[src/rtl/tsz_pkg.sv]
package tsz_pkg;
  typedef enum logic [2:0] {
    ZN_NORMAL = 3'd0,
    ZN_WARM   = 3'd1,
    ZN_COOL   = 3'd2,
    ZN_HOT    = 3'd3,
    ZN_COLD   = 3'd4,
    ZN_OPEN   = 3'd5
  } zone_e;

  localparam int DROP_W = 3;
  localparam logic [DROP_W-1:0] DROP_MAX = 3'd6;

  // Limit register indices, equal to their write addresses.
  localparam int IDX_COLD = 0;
  localparam int IDX_COOL = 1;
  localparam int IDX_WARM = 2;
  localparam int IDX_HOT  = 3;
  localparam int IDX_OPEN = 4;
  localparam int NUM_THR  = 5;
  localparam int ADDR_CTRL = 5;

  typedef struct packed {
    logic [DROP_W-1:0] warm_drop;
    logic              strict_mode;
    logic              ts_en;
  } ctrl_t;
endpackage

[src/rtl/tsz_regs.sv]
module tsz_regs
  import tsz_pkg::*;
#(
  parameter int CODE_W = 8,
  parameter int ADDR_W = 3,
  parameter logic [CODE_W-1:0] RST_COLD = 8'h7C,
  parameter logic [CODE_W-1:0] RST_COOL = 8'h6D,
  parameter logic [CODE_W-1:0] RST_WARM = 8'h38,
  parameter logic [CODE_W-1:0] RST_HOT  = 8'h27,
  parameter logic [CODE_W-1:0] RST_OPEN = 8'hE6
) (
  input  logic              clk,
  input  logic              rst,
  input  logic              wr_en,
  input  logic [ADDR_W-1:0] wr_addr,
  input  logic [CODE_W-1:0] wr_data,
  output logic [CODE_W-1:0] thr_o [NUM_THR],
  output ctrl_t             ctrl_o
);
  localparam int CTRL_W = $bits(ctrl_t);
  localparam logic [CODE_W-1:0] RST_VAL [NUM_THR] =
    '{RST_COLD, RST_COOL, RST_WARM, RST_HOT, RST_OPEN};

  for (genvar i = 0; i < NUM_THR; i++) begin : g_thr
    always_ff @(posedge clk) begin
      if (rst) thr_o[i] <= RST_VAL[i];
      else if (wr_en && wr_addr == ADDR_W'(i)) thr_o[i] <= wr_data;
    end
  end

  always_ff @(posedge clk) begin
    if (rst) ctrl_o <= '{warm_drop: 3'b011, strict_mode: 1'b0, ts_en: 1'b1};
    else if (wr_en && wr_addr == ADDR_W'(ADDR_CTRL)) ctrl_o <= ctrl_t'(wr_data[CTRL_W-1:0]);
  end

  AST_CTRL_HOLD: assert property (@(posedge clk) disable iff (rst)
    !(wr_en && wr_addr == ADDR_W'(ADDR_CTRL)) |=> $stable(ctrl_o));
endmodule

[src/rtl/tsz_window.sv]
module tsz_window #(
  parameter int WIN_ON     = 25,
  parameter int WIN_PERIOD = 225
) (
  input  logic clk,
  input  logic rst,
  input  logic supply_present,
  output logic window_o
);
  localparam int CNT_W = $clog2(WIN_PERIOD);
  logic [CNT_W-1:0] cnt_q, cnt_nxt;

  always_comb begin
    if (!supply_present) cnt_nxt = '0;
    else if (cnt_q == CNT_W'(WIN_PERIOD - 1)) cnt_nxt = '0;
    else cnt_nxt = cnt_q + 1'b1;
  end

  always_ff @(posedge clk) begin
    if (rst) begin
      cnt_q    <= '0;
      window_o <= 1'b1;
    end else begin
      cnt_q    <= cnt_nxt;
      window_o <= !supply_present || (cnt_nxt < CNT_W'(WIN_ON));
    end
  end

  AST_OPEN_NO_SUPPLY: assert property (@(posedge clk) disable iff (rst)
    !supply_present |=> window_o);
  AST_CNT_RANGE: assert property (@(posedge clk) disable iff (rst)
    cnt_q < CNT_W'(WIN_PERIOD));
endmodule

[src/rtl/tsz_classify.sv]
module tsz_classify
  import tsz_pkg::*;
#(
  parameter int CODE_W = 8
) (
  input  logic              clk,
  input  logic              rst,
  input  logic              accept,
  input  logic [CODE_W-1:0] code,
  input  logic [CODE_W-1:0] thr [NUM_THR],
  output zone_e             zone_o
);
  zone_e cls, last_q;
  logic  have_q;

  always_comb begin
    if (code > thr[IDX_OPEN])       cls = ZN_OPEN;
    else if (code >= thr[IDX_COLD]) cls = ZN_COLD;
    else if (code <= thr[IDX_HOT])  cls = ZN_HOT;
    else if (code >= thr[IDX_COOL]) cls = ZN_COOL;
    else if (code <= thr[IDX_WARM]) cls = ZN_WARM;
    else                            cls = ZN_NORMAL;
  end

  always_ff @(posedge clk) begin
    if (rst) begin
      zone_o <= ZN_NORMAL;
      last_q <= ZN_NORMAL;
      have_q <= 1'b0;
    end else if (accept) begin
      last_q <= cls;
      have_q <= 1'b1;
      if (have_q && cls == last_q) zone_o <= cls;
    end
  end

  AST_ZONE_HOLD: assert property (@(posedge clk) disable iff (rst)
    !accept |=> $stable(zone_o));
  AST_FIRST_SAMPLE_HOLD: assert property (@(posedge clk) disable iff (rst)
    (accept && !have_q) |=> $stable(zone_o));
endmodule

[src/rtl/tsz_policy.sv]
module tsz_policy
  import tsz_pkg::*;
(
  input  logic              clk,
  input  logic              rst,
  input  zone_e             zone_in,
  input  ctrl_t             ctrl,
  output logic              chg_enable,
  output logic              cur_reduce,
  output logic [DROP_W-1:0] vreg_drop,
  output logic [2:0]        zone_out,
  output logic              ts_open
);
  logic [DROP_W-1:0] drop_sat;
  logic              en_n, red_n, open_n;
  logic [DROP_W-1:0] drop_n;

  assign drop_sat = (ctrl.warm_drop > DROP_MAX) ? DROP_MAX : ctrl.warm_drop;

  always_comb begin
    en_n = 1'b1; red_n = 1'b0; drop_n = '0; open_n = 1'b0;
    case (zone_in)
      ZN_OPEN: begin en_n = 1'b0; open_n = 1'b1; end
      ZN_HOT:  en_n = 1'b0;
      ZN_COLD: begin
        if (ctrl.strict_mode) en_n = 1'b0;
        else red_n = 1'b1;
      end
      ZN_COOL: red_n = !ctrl.strict_mode;
      ZN_WARM: drop_n = ctrl.strict_mode ? '0 : drop_sat;
      default: ;
    endcase
  end

  always_ff @(posedge clk) begin
    if (rst || !ctrl.ts_en) begin
      chg_enable <= 1'b1;
      cur_reduce <= 1'b0;
      vreg_drop  <= '0;
      zone_out   <= ZN_NORMAL;
      ts_open    <= 1'b0;
    end else begin
      chg_enable <= en_n;
      cur_reduce <= red_n;
      vreg_drop  <= drop_n;
      zone_out   <= zone_in;
      ts_open    <= open_n;
    end
  end

  AST_HOT_STOPS: assert property (@(posedge clk) disable iff (rst)
    (ctrl.ts_en && zone_in == ZN_HOT) |=> !chg_enable);
  AST_OPEN_STOPS: assert property (@(posedge clk) disable iff (rst)
    ts_open |-> !chg_enable);
  AST_DROP_LIMIT: assert property (@(posedge clk) disable iff (rst)
    vreg_drop <= DROP_MAX);
  AST_OFF_PASS: assert property (@(posedge clk) disable iff (rst)
    !ctrl.ts_en |=> (chg_enable && !cur_reduce && !ts_open));
  AST_STRICT_NO_DROP: assert property (@(posedge clk) disable iff (rst)
    ctrl.strict_mode |=> (vreg_drop == '0));
endmodule

[src/rtl/ts_zone_ctrl.sv]
module ts_zone_ctrl
  import tsz_pkg::*;
#(
  parameter int CODE_W     = 8,
  parameter int ADDR_W     = 3,
  parameter int WIN_ON     = 25,
  parameter int WIN_PERIOD = 225
) (
  input  logic              clk,
  input  logic              rst,
  input  logic              wr_en,
  input  logic [ADDR_W-1:0] wr_addr,
  input  logic [CODE_W-1:0] wr_data,
  input  logic              supply_present,
  input  logic              sample_valid,
  input  logic [CODE_W-1:0] ts_code,
  output logic              sample_window,
  output logic              chg_enable,
  output logic              cur_reduce,
  output logic [2:0]        vreg_drop,
  output logic [2:0]        zone,
  output logic              ts_open
);
  logic [CODE_W-1:0] thr [NUM_THR];
  ctrl_t             ctrl;
  zone_e             zone_raw;
  logic              accept;

  tsz_regs #(.CODE_W(CODE_W), .ADDR_W(ADDR_W)) u_regs (
    .clk(clk), .rst(rst), .wr_en(wr_en), .wr_addr(wr_addr),
    .wr_data(wr_data), .thr_o(thr), .ctrl_o(ctrl));

  tsz_window #(.WIN_ON(WIN_ON), .WIN_PERIOD(WIN_PERIOD)) u_win (
    .clk(clk), .rst(rst), .supply_present(supply_present),
    .window_o(sample_window));

  assign accept = sample_valid && sample_window;

  tsz_classify #(.CODE_W(CODE_W)) u_cls (
    .clk(clk), .rst(rst), .accept(accept), .code(ts_code),
    .thr(thr), .zone_o(zone_raw));

  tsz_policy u_pol (
    .clk(clk), .rst(rst), .zone_in(zone_raw), .ctrl(ctrl),
    .chg_enable(chg_enable), .cur_reduce(cur_reduce),
    .vreg_drop(vreg_drop), .zone_out(zone), .ts_open(ts_open));
endmodule

[config.mk]
export PLATFORM = sky130hd
export DESIGN_NAME = ts_zone_ctrl
export DESIGN_NICKNAME = d
export VERILOG_FILES = /design/src/rtl/tsz_pkg.sv /design/src/rtl/tsz_regs.sv /design/src/rtl/tsz_window.sv /design/src/rtl/tsz_classify.sv /design/src/rtl/tsz_policy.sv /design/src/rtl/ts_zone_ctrl.sv
export SDC_FILE = /design/constraint.sdc
export NUM_CORES = 1
export LEC_CHECK = 0
export CORE_ASPECT_RATIO = 1.2
export CORE_UTILIZATION = 25
export CTS_BUF_LIST = sky130_fd_sc_hd__clkbuf_2
export DETAILED_ROUTE_END_ITERATION = 8
export DONT_BUFFER_PORTS = 1
export SYNTH_ARGS = -nofsm -noshare
export SYNTH_HDL_FRONTEND = slang
export SYNTH_SLANG_ARGS = --single-unit
export TNS_END_PERCENT = 1
[constraint.sdc]
create_clock -name clk -period 3.09 [get_ports clk]
set_clock_uncertainty 0.05 [all_clocks]
set_input_delay 0 -clock clk [delete_from_list [all_inputs] [get_ports clk]]
set_output_delay 0 -clock clk [all_outputs]
set_load 0.02 [all_outputs]
==> summary by stage <==
Status
The flow ran to the end, and the final reports show no timing, DRC or antenna violations.

Global routing
The total global routing track utilization is 12.4%. The first-pass GRT wire length is approximately 15000 um. The number of global-route vias before repair was 3002. The largest net degree at the start of global routing is 30. The number of antenna violations at the first check in global routing is 0.

The total global routing overflow is 0.

Critical path
STA puts the critical path data arrival time at between 3 and 4 ns. At the worst endpoint, the required time is approximately 3.5 ns. The endpoint kind of the worst setup timing path is a flip-flop.

Of all nets on the critical path, the largest fanout is 5. The critical path in this run is classified as flip-flop to flip-flop. The worst setup path is launched from a flip-flop.

Die
Pin placement for this block handled 34 I/O pins. The floorplan step defined a die boundary enclosing 15400 um^2. The initial utilization of the core area, before any placement, comes to about a quarter. The area of the core region is about 14000 um^2.

Measured along the x axis, the die boundary spans roughly 110 um. The floorplan has 48 rows. The die height is 136 um.

Final layout
The final cell count without fillers is about 670. The area growth from synthesis to layout is 15.9%. The most common library cell in the layout ignoring fill and taps is sky130_fd_sc_hd__dfxtp_1.

In the final layout, the multi-input gates occupy roughly 2100 um^2. Measured on the finished design, the core utilization comes to approximately 30%. Cells with a size suffix above 1 make up ~5.8% of the layout. The sequential standard cell area is about 1400 um^2. In the final design database the tool counted between 500 and 600 nets. The fill cell total of the finished layout is 1526. Leaving out fill and tap cells, the most frequent cells in the layout are 70 x sky130_fd_sc_hd__dfxtp_1, 68 x sky130_fd_sc_hd__nand2_1, 43 x sky130_fd_sc_hd__inv_1. The final antenna diode count is 0. The final cell area excluding filler cells is 4330 um^2.

Timing
Setup repair after global routing left no endpoint under its margin. The total of endpoints with negative setup slack in the final report is 0. The count of pins over their slew limit was 0. The share of the cycle needed by the critical path after routing is 89.8%. The relative slew slack is approximately two fifths. The accumulated negative setup slack is 0 ns. The minimum clock period after layout is approximately 2.8 ns.

The final hold violation count was 0. The slew at the pin with the worst max-slew slack is approximately 0.92 ns. Static timing analysis puts the maximum clock frequency at 0.360 GHz.

Power
The fraction of power spent switching nets is about 28%. The share of power burned in the clock network is a little under a third. The combinational group share of total power is 14.0%. The sequential share of power is approximately 56%.

The power per standard cell area is roughly 390 nW/um^2. Across the VDD grid, the largest voltage drop is between 0.0001 and 0.00015 V. The total internal power is approximately 0.0012 W. For this design the total switching power over the nets is 0.000481 W. In this run the static leakage power is approximately 1.9 nW. The design draws 0.00169 W.

Yosys
Synthesis produced a netlist whose cell count is between 400 and 500. The net count after synthesis is about 510. The fraction of the yosys area taken by sequential cells is between 30% and 40%. The post-synthesis instance area is around 3700 um^2. The flip-flop and latch count after synthesis is 70. The Yosys step of the flow raised 0 warnings. Yosys mapped the design onto 50 distinct sky130hd cell types. The average size of a mapped cell is ~8.5 um^2.

Placed design
At the end of routability-driven placement, the weighted congestion stood at 0.815. Detailed placement ended at an HPWL of just under 7000 um. The number of placed cells counting well taps is roughly 630. The cell area after placement is between 3000 and 4000 um^2. The count of buffers added on input and output ports is 0.

CTS
The clock insertion delay at the later pin of the skew report is 0.52 ns. The number of levels the H-tree was split into is 3. The cell sitting at the root of the clock tree is a sky130_fd_sc_hd__clkbuf_2. TritonCTS built the clock tree. The maximum number of buffers from clock root to sink is 2. The clock sink total is 70.

The TritonCTS buffer count is 9. The clock transition time at the flip-flop clock pins of the worst setup and hold paths is 0.21 ns. After clock tree synthesis, the repair step resized 0 gates. The total of hold buffers inserted after clock tree synthesis is 26.

The post-CTS setup buffer count is 0.

Drt
The total via count in the routed design is 3050. The first routing iteration left around 100 violations. The routed wire length is 8880 um. Dividing the detail-routed wire length by the instance count gives around 13 um. The DRC violation count after routing is 0. The number of nets with antenna violations after routing is 0. The via count normalized by instance count is ~4.6.

The iteration count of the initial detailed-routing pass is 4.

Run
Max-cap violations in this run came to 0.

Hold path
The class of the worst hold path is primary input to flip-flop.
==> synth_stat cells, drive strengths merged <==
cell | count | share of area (%)
dfxtp | 70 | 38
nand2 | 68 | 6.8
inv | 43 | 4.3
ha | 42 | 14
nor2 | 35 | 3.5
o211ai | 22 | 4.6
a21oi | 19 | 2.5
mux2i | 17 | 4.9
nor3 | 14 | 2.0
clkbuf | 13 | 1.3
nand3 | 8 | 1.1
o21ai | 8 | 1.1
nand4 | 7 | 1.2
nor2b | 7 | 1.2
xor2 | 7 | 1.6
a211oi | 6 | 1.5
and2 | 6 | 1.0
a21o | 5 | 1.0
nand2b | 5 | 0.84
and3 | 4 | 0.67
o22ai | 3 | 0.50
xnor2 | 3 | 0.70
a211o | 2 | 0.47
and4b | 2 | 0.54
buf | 2 | 0.30
o311ai | 2 | 0.47
or2 | 2 | 0.34
or3 | 2 | 0.34
a221oi | 1 | 0.40
a2bb2oi | 1 | 0.40
a311oi | 1 | 0.23
a31o | 1 | 0.23
a31oi | 1 | 0.17
a32oi | 1 | 0.23
clkinv | 1 | 0.10
nand3b | 1 | 0.20
nand4b | 1 | 0.23
nor4 | 1 | 0.17
o211a | 1 | 0.27
o21a | 1 | 0.20
o21bai | 1 | 0.20
or3b | 1 | 0.23
or4 | 1 | 0.30
==> metrics by stage <==
| stage | setup slack (ns) | hold slack, ns |
|---|---|---|
| after floorplan | 0.709 | 0.0740 |
| after global placement | 0.598 | 0.0235 |
| after detailed placement | 0.473 | 0.0230 |
| after CTS | 0.311 | 0.0152 |
| after global routing | 0.120 | 0.0574 |
| final | 0.314 | 0.0581 |
==> sequential cells by signal, indices dropped and copies added (netlist names), 3 cells and up <==
name             count
u_pol.zone_out       3
u_win.cnt_q          8
u_cls.last_q         3
u_cls.zone_o         3
u_regs.thr_o        40
u_regs.ctrl_o        5
u_pol.vreg_drop      3
==> critical path, stage by stage (launching register included) <==
cell and delay [ns]:
sky130_fd_sc_hd__dfxtp_1 0.35, sky130_fd_sc_hd__inv_1 0.05, sky130_fd_sc_hd__ha_1 0.29, sky130_fd_sc_hd__and4b_1 0.21, sky130_fd_sc_hd__a211oi_1 0.29, sky130_fd_sc_hd__a2bb2oi_2 0.33, sky130_fd_sc_hd__a31o_1 0.23, sky130_fd_sc_hd__a21o_1 0.22
sky130_fd_sc_hd__mux2i_1 0.10, sky130_fd_sc_hd__nor2_1 0.09, sky130_fd_sc_hd__dlygate4sd3_1 0.54
==> worst paths after layout <==
path	endpoint	start	slack [ns]	cells after the start
max reg2reg	u_cls.last_q[0]	u_regs.thr_o[10]	0.31	10
min reg2reg	u_regs.thr_o[12]	u_regs.thr_o[12]	0.43	2
max	u_cls.last_q[0]	u_regs.thr_o[10]	0.31	10
min	u_regs.thr_o[29]	wr_en	0.06	4
==> power by group through the flow <==
stage	sequential, W	combinational [W]	clock (W)
after floorplan	0.000954	0.000163	0
after global placement	0.000959	0.000183	0
after detailed placement	0.000960	0.000191	0
after CTS	0.000941	0.000239	0.000531
after global routing	0.000945	0.000268	0.000585
final	0.000941	0.000238	0.000515
==> cells by family (layout without fill, tap and decap cells) <==
logic type,Yosys count,count (layout),share of synthesized area [%]
buffers and inverters,59,89,6.03
and+or+nand+nor,165,165,20.7
xor gates and xnor gates,10,10,2.35
adders and majority gates,42,42,14.1
DFF,70,70,37.5
muxes,17,17,4.89
AOI/OAI and AO/OA,76,76,14.4
==> per-layer routing <==
metal  vias to the layer above  GRT usage, %  wire length, um
li1                       1562             -                -
met4                         0          4.31              123
met1                      1425          14.2             3870
met3                        12          3.79              530
met2                        51          21.5             4360
met5                         -             0                0
==> area by class of cell <==
type / instances / share of cell area, %
Clock inverter: 7 / 1.50
Inverter: 44 / 3.82
Clock buffer: 9 / 1.04
Tap cell: 200 / 5.79
Timing Repair Buffer: 29 / 6.77
Sequential cell: 70 / 32.4
Multi-Input combinational cell: 310 / 48.7
Note: power is estimated with default switching activity, not from simulation.
